### src/rtl/clock_alarm_ctrl.sv
module clock_alarm_ctrl #(
  parameter int DIV_BITS = 10
) (
  input  logic       clk,
  input  logic       rst,
  input  logic       key_set,
  input  logic       key_step,
  input  logic       key_view,
  output logic [7:0] show_hr,
  output logic [7:0] show_min,
  output logic [7:0] show_sec,
  output logic [7:0] alm_hr,
  output logic [7:0] alm_min,
  output logic [7:0] alm_sec,
  output logic       blink_hr,
  output logic       blink_min,
  output logic       blink_sec,
  output logic       view_alm,
  output logic       alarm_hit
);

  typedef enum logic [2:0] {
    RUN, ADJ_H, ADJ_M, ZERO_S, ALM, SET_H, SET_M, SET_S
  } mode_t;

  localparam logic [7:0] TOP60 = 8'h59;
  localparam logic [7:0] TOP24 = 8'h23;

  mode_t mode;
  logic [DIV_BITS-1:0] div;
  logic [7:0] tod_hr, tod_min, tod_sec;
  logic tick, sec_wrap, min_wrap;

  function automatic logic [7:0] bcd_next(input logic [7:0] v, input logic [7:0] top);
    if (v == top) return 8'h00;
    if (v[3:0] == 4'd9) return {v[7:4] + 4'd1, 4'd0};
    return {v[7:4], v[3:0] + 4'd1};
  endfunction

  assign tick     = &div;
  assign sec_wrap = tod_sec == TOP60;
  assign min_wrap = tod_min == TOP60;

  always_ff @(posedge clk) begin
    if (rst) div <= '0;
    else     div <= div + 1'b1;
  end

  always_ff @(posedge clk) begin
    if (rst) begin
      mode <= RUN;
    end else begin
      case (mode)
        RUN:     if (key_view) mode <= ALM;
                 else if (key_set) mode <= ADJ_H;
        ADJ_H:   if (key_step) mode <= ADJ_M;
        ADJ_M:   if (key_step) mode <= ZERO_S;
        ZERO_S:  if (key_step) mode <= RUN;
        ALM:     if (key_view) mode <= RUN;
                 else if (key_set) mode <= SET_H;
        SET_H:   if (key_step) mode <= SET_M;
        SET_M:   if (key_step) mode <= SET_S;
        default: if (key_step) mode <= ALM;
      endcase
    end
  end

  always_ff @(posedge clk) begin
    if (rst) begin
      tod_sec <= 8'h00;
      tod_min <= 8'h00;
      tod_hr  <= 8'h00;
    end else if (mode == ZERO_S) begin
      tod_sec <= 8'h00;
    end else if (tick) begin
      tod_sec <= bcd_next(tod_sec, TOP60);
      if (mode == ADJ_M || (mode != ADJ_H && sec_wrap) || (mode == ADJ_H && sec_wrap))
        if (mode == ADJ_M || sec_wrap) tod_min <= (mode == ADJ_M || sec_wrap) ? bcd_next(tod_min, TOP60) : tod_min;
      if (mode == ADJ_H)
        tod_hr <= bcd_next(tod_hr, TOP24);
      else if (mode != ADJ_M && sec_wrap && min_wrap)
        tod_hr <= bcd_next(tod_hr, TOP24);
    end
  end

  always_ff @(posedge clk) begin
    if (rst) begin
      alm_hr  <= 8'h00;
      alm_min <= 8'h00;
      alm_sec <= 8'h00;
    end else if (tick) begin
      if (mode == SET_H) alm_hr  <= bcd_next(alm_hr, TOP24);
      if (mode == SET_M) alm_min <= bcd_next(alm_min, TOP60);
      if (mode == SET_S) alm_sec <= bcd_next(alm_sec, TOP60);
    end
  end

  assign view_alm  = mode[2];
  assign blink_hr  = mode == ADJ_H  || mode == SET_H;
  assign blink_min = mode == ADJ_M  || mode == SET_M;
  assign blink_sec = mode == ZERO_S || mode == SET_S;

  assign show_hr  = view_alm ? alm_hr  : tod_hr;
  assign show_min = view_alm ? alm_min : tod_min;
  assign show_sec = view_alm ? alm_sec : tod_sec;

  assign alarm_hit = !(view_alm && mode != ALM) &&
                     tod_hr == alm_hr && tod_min == alm_min && tod_sec == alm_sec;

endmodule

### config.mk
export PLATFORM = sky130hd
export DESIGN_NAME = clock_alarm_ctrl
export DESIGN_NICKNAME = d
export VERILOG_FILES = /design/src/rtl/clock_alarm_ctrl.sv
export SDC_FILE = /design/constraint.sdc
export NUM_CORES = 1
export LEC_CHECK = 0
export ABC_AREA = 1
export BUFFER_PORTS_ARGS = -buffer_cell sky130_fd_sc_hd__buf_2
export CORE_MARGIN = 5
export CORE_UTILIZATION = 60
export CTS_CLUSTER_DIAMETER = 40
export DETAILED_ROUTE_END_ITERATION = 10
export HOLD_SLACK_MARGIN = 0.12
export PLACE_DENSITY_LB_ADDON = 0.08
export SYNTH_ARGS = -nofsm -noshare
export SYNTH_HDL_FRONTEND = slang
export SYNTH_SLANG_ARGS = --single-unit
### constraint.sdc
create_clock -name clk -period 3 [get_ports clk]
set_input_delay 0.45 -clock clk [delete_from_list [all_inputs] [get_ports clk]]
set_output_delay 0.45 -clock clk [all_outputs]
set_load 0.005 [all_outputs]
# Word level (Yosys, flattened, before mapping)
# Cells that the tools add are included.
[op_classes]
n_reduce_logical = 38
eq_ne = 33
addsub = 13
muxes = 113
bitwise = 1
[ops]
columns = ["operator", "count"]
rows = [
  ["8-bit two-way mux", 31],
  ["1-bit two-way mux", 71],
  ["4-bit by 1-bit adder with 4-bit output, second input constant", 12],
  ["12-bit AND reduction", 4],
  ["11-bit AND reduction", 4],
  ["8-bit by 7-bit equality test with 1-bit output, second input constant", 4],
  ["3-bit two-way mux", 10],
  ["14-bit AND reduction", 2],
  ["4-bit equality test, second input constant", 6],
  ["8-bit equality test", 3],
  ["3-bit case mux with 7 select lines", 1],
  ["8-bit by 6-bit equality test with 1-bit output, second input constant", 2],
  ["13-bit AND reduction", 1],
  ["3-bit equality test, second input constant", 4],
  ["3-bit != test, second input constant", 4],
  ["2-bit nonzero test", 6],
  ["10-bit by 1-bit adder with 10-bit output, second input constant", 1],
  ["2-bit != test, second input constant", 5],
  ["10-bit AND reduction", 1],
  ["1-bit logical AND", 8],
  ["8-bit AND reduction", 1],
  ["3-bit by 2-bit equality test with 1-bit output, second input constant", 2],
  ["1-bit logical OR", 6],
  ["3-bit nonzero test", 2],
  ["7 further kinds", 7],
]
[word_totals]
reg_bits = 61
word_cells = 212
out_inout_bits = 53

# Depth between registers and ports, before layout
[logic_depth]
depth_word = 18
mapped_depth = 10
depth_no_buf = 10

# Least setup slack after synthesis
# No wires, ideal clock.
[synth_path]
kind = "register to output"
from = "reg mode[2]"
to = "out show_hr[0]"
path_buffers = 3
path_slack_ps = 1402
t_arrival_ps = 1148
stages_incl_launch_ff = 6
required_time_ps = 2550
path_cell_list = "dfxtp_1 > buf_4 > clkbuf_1 > clkbuf_1 > nand2_1 > o21ai_0"
[synth_via]
elab_chain_len = 1
[synth_lines]
columns = ["item", "line", "rtl"]
rows = [
  ["start, declared", "29", "mode_t mode;"],
  ["start signal, assigned", "51", "mode <= RUN;"],
  ["start signal, assigned", "54", "RUN: if (key_view) mode <= ALM;"],
  ["start signal, assigned", "55", "else if (key_set) mode <= ADJ_H;"],
  ["8-bit two-way mux", "103", "assign show_hr = view_alm ? alm_hr : tod_hr;"],
  ["end, declared", "9", "output logic [7:0] show_hr,"],
]
# No other way between the ends.

# Worst setup path in the final report
[layout_path]
from = "reg alm_hr[0]"
to = "out alarm_hit"
[layout_via]
elab_chain_len = 4
[layout_lines]
columns = ["item", "line", "rtl"]
rows = [
  ["start, declared", "12", "output logic [7:0] alm_hr,"],
  ["start signal, assigned", "92", "if (mode == SET_H) alm_hr <= bcd_next(alm_hr, TOP24);"],
  ["8-bit equality test", "108", "tod_hr == alm_hr && tod_min == alm_min && tod_sec == alm_sec;"],
  ["1-bit logical AND", "107", "assign alarm_hit = !(view_alm && mode != ALM) &&"],
  ["1-bit logical AND (2 in a row)", "108", ""],
  ["end, declared", "19", "output logic alarm_hit"],
]
# No other way between the ends.

==> flow_summary.json <==
{
  "mostFrequentLayoutCells": "nand2_1 (114), nor2_1 (89), inv_1 (78), dfxtp_1 (61), buf_2 (57)",
  "critPathCaptureType": "output port",
  "p_per_area_mw_per_mm2": 417,
  "post-cts-setup-buffers": 0,
  "whs_ns": 0.391,
  "setup_viol": 0,
  "cts_made_buffers": 9,
  "crit_type": "reg2out",
  "synth_fp_nets": 622,
  "worst_slew_pin_slew_ns": 0.537,
  "ys_ff_latch": 61,
  "whs_endpoint": "mode[0]$_SDFFE_PP0P_",
  "worstSetupStartpointType": "register",
  "dp.final_hpwl_um": 7130,
  "area_growth_pct": 15.1,
  "seqCellArea_mm2": 0.00122,
  "grt_antenna_before_repair": 0,
  "drive_gt1_frac": 0.176,
  "min_period_ns": 2.25,
  "htree_levels": 3,
  "start_util": 0.623,
  "slew_violations": 0,
  "ctsRootBufferMaster": "clkbuf_8",
  "grt_pass1_vias": 3608,
  "hold_violations": 0,
  "synth_edf_count": 0,
  "syn_inst": 594,
  "seq_area_frac_synth": 0.305,
  "rows": 29,
  "n_antenna_cell": 0,
  "fin_crit_sh": 0.751,
  "cts_tree": "built",
  "rr_worst_depth": 8,
  "grt_start_max_net_pins": 39,
  "gp_congestion": 0.856,
  "hold_buffers": 0,
  "fillers": 574,
  "synthTopCellsByArea": "dfxtp_1 (31%), nand2_1 (11%), nor2_1 (8.4%)",
  "synth.cell_area_mm2": 0.00400,
  "synth_top_area_share": 0.305,
  "tns_ns": 0,
  "maxCapViolations": 0,
  "yosysUniqueCellTypes": 39,
  "final_nets": 681,
  "post-synth-top-area-cell": "dfxtp_1",
  "max-clock-path-buffers": 2,
  "outcome": "completed",
  "via_per_inst": 5.44,
  "maxSlewHeadroom": 0.642,
  "route.detailed.drc": 0,
  "clkTransAtPathRegs_ns": 0.08,
  "dr_total_vias": 4002,
  "drtPass1Iterations": 5,
  "critPathArrivalTime_ns": 1.80,
  "cp.required_ns": 2.55,
  "ir_drop_uv": 229,
  "hold_class": "in2reg",
  "die_h_um": 91.6,
  "synth_top_flop_cell": "dfxtp_1",
  "cts.sinks": 61,
  "die_w_um": 91.6,
  "grt_pass1_wl_um": 16300,
  "leakage_nw": 2.12,
  "worstHoldStart": "key_set",
  "multi_input_area_mm2": 0.00240,
  "rsz0062_at_grt": "false",
  "grt_remaining_overflow": 0,
  "drtIter0Drc": 194,
  "die_area_mm2": 0.00840,
  "cts-resized-gates": 0,
  "crit_fanout": 7,
  "holdPathStages": 3,
  "r2r-end": "tod_hr[4]$_SDFFE_PP0P_",
  "core_area_mm2": 0.00642,
  "yosysWarningCount": 0,
  "r2r_start": "mode[2]$_SDFFE_PP0P_",
  "wire_per_inst_um": 13.1,
  "clock_latency_ns": 0.34,
  "wl_um": 9650,
  "rrSetupSlack_ns": 0.86,
  "skew_ns": 0.00931,
  "async_reset_ff_frac": 0,
  "ant_nets": 0,
  "grt_usage": 0.235,
  "io_pins": 58,
  "avgSynthCellArea_um2": 6.73,
  "max_freq_mhz": 444,
  "final_common_cell": "nand2_1",
  "numPortBuffers": 57
}
==> stage by stage <==
stage	setup slack (ns)	total power, mW	std cells	utilization	instance area [µm²]
5_1_grt	0.594	1.99	735	0.717	4600
6_report	0.747	1.92	735	0.717	4600
2_1_floorplan	1.40	0.909	594	-	4000
3_3_place_gp	0.993	0.932	719	0.675	4330
3_5_place_dp	0.947	0.933	719	0.675	4330
4_1_cts	0.746	1.93	735	0.717	4600
==> synth_stat cells (all sizes together), types with 2 or more instances <==
master / n
nand4: 19
nor3b: 3
xnor2: 5
clkbuf: 7
nand3: 36
or2: 2
dfxtp: 61
xor2: 18
nor3: 20
nor2: 99
a21oi: 25
ha: 23
buf: 4
inv: 83
o21ai: 57
a31oi: 2
nand2: 122
==> per-layer routing <==
layer | GRT usage | routed length (µm)
met1 | 0.282 | 4230
met2 | 0.411 | 4610
met4 | 0.0980 | 191
met5 | 0 | 0
met3 | 0.0458 | 620
==> area by class of cell <==
cell class,count,area share
Tap cell,77,0.0209
Sequential cell,61,0.265
Inverter,84,0.0685
Multi-Input combinational cell,438,0.521
Clock buffer,9,0.0269
Clock inverter,7,0.0318
Timing Repair Buffer,59,0.0652
==> report_power, final <==
part           internal [mW]  switching, mW  total (mW)  leakage (nW)
Combinational         0.0244         0.0618      0.0862          1.49
Sequential             0.816         0.0125       0.829         0.492
Clock                  0.642          0.364        1.01         0.134
Total                   1.48          0.438        1.92          2.12
==> cells by family (layout without fill, tap and decap cells) <==
group           after synthesis  after routing  synth area share
compound gates               90             90             0.123
xor+xnor                     23             23            0.0504
fa+ha+maj                    23             23            0.0720
flops                        61             61             0.305
simple gates                302            302             0.355
buf+inv                      95            159            0.0942
==> worst max-delay path by stage <==
stage | start | end | slack [ns] | cells after the start
2_1_floorplan | mode[2]$_SDFFE_PP0P_ | show_hr[0] | 1.40 | 5
3_3_place_gp | mode[2]$_SDFFE_PP0P_ | tod_hr[4]$_SDFFE_PP0P_ | 0.99 | 8
3_5_place_dp | mode[2]$_SDFFE_PP0P_ | tod_hr[4]$_SDFFE_PP0P_ | 0.95 | 8
4_1_cts | alm_hr[0]$_SDFFE_PP0P_ | alarm_hit | 0.75 | 7
5_1_grt | mode[2]$_SDFFE_PP0P_ | show_min[7] | 0.59 | 4
6_report | alm_hr[0]$_SDFFE_PP0P_ | alarm_hit | 0.75 | 7
==> flip-flops by register name, indices dropped and copies added, names as in the netlist <==
name and count:
tod_min 8, tod_sec 8, alm_hr 8, alm_sec 8
tod_hr 8, div 10, alm_min 8, mode 3
==> worst max-delay path, cell delays in order (launching register included) <==
cell	delay (ns)
dfxtp_1	0.46
inv_1	0.09
nand2_1	0.06
nand4_1	0.09
nor3_1	0.35
nand3_1	0.13
nor2_1	0.14
buf_2	0.13
(Power assumes the default switching activity.)
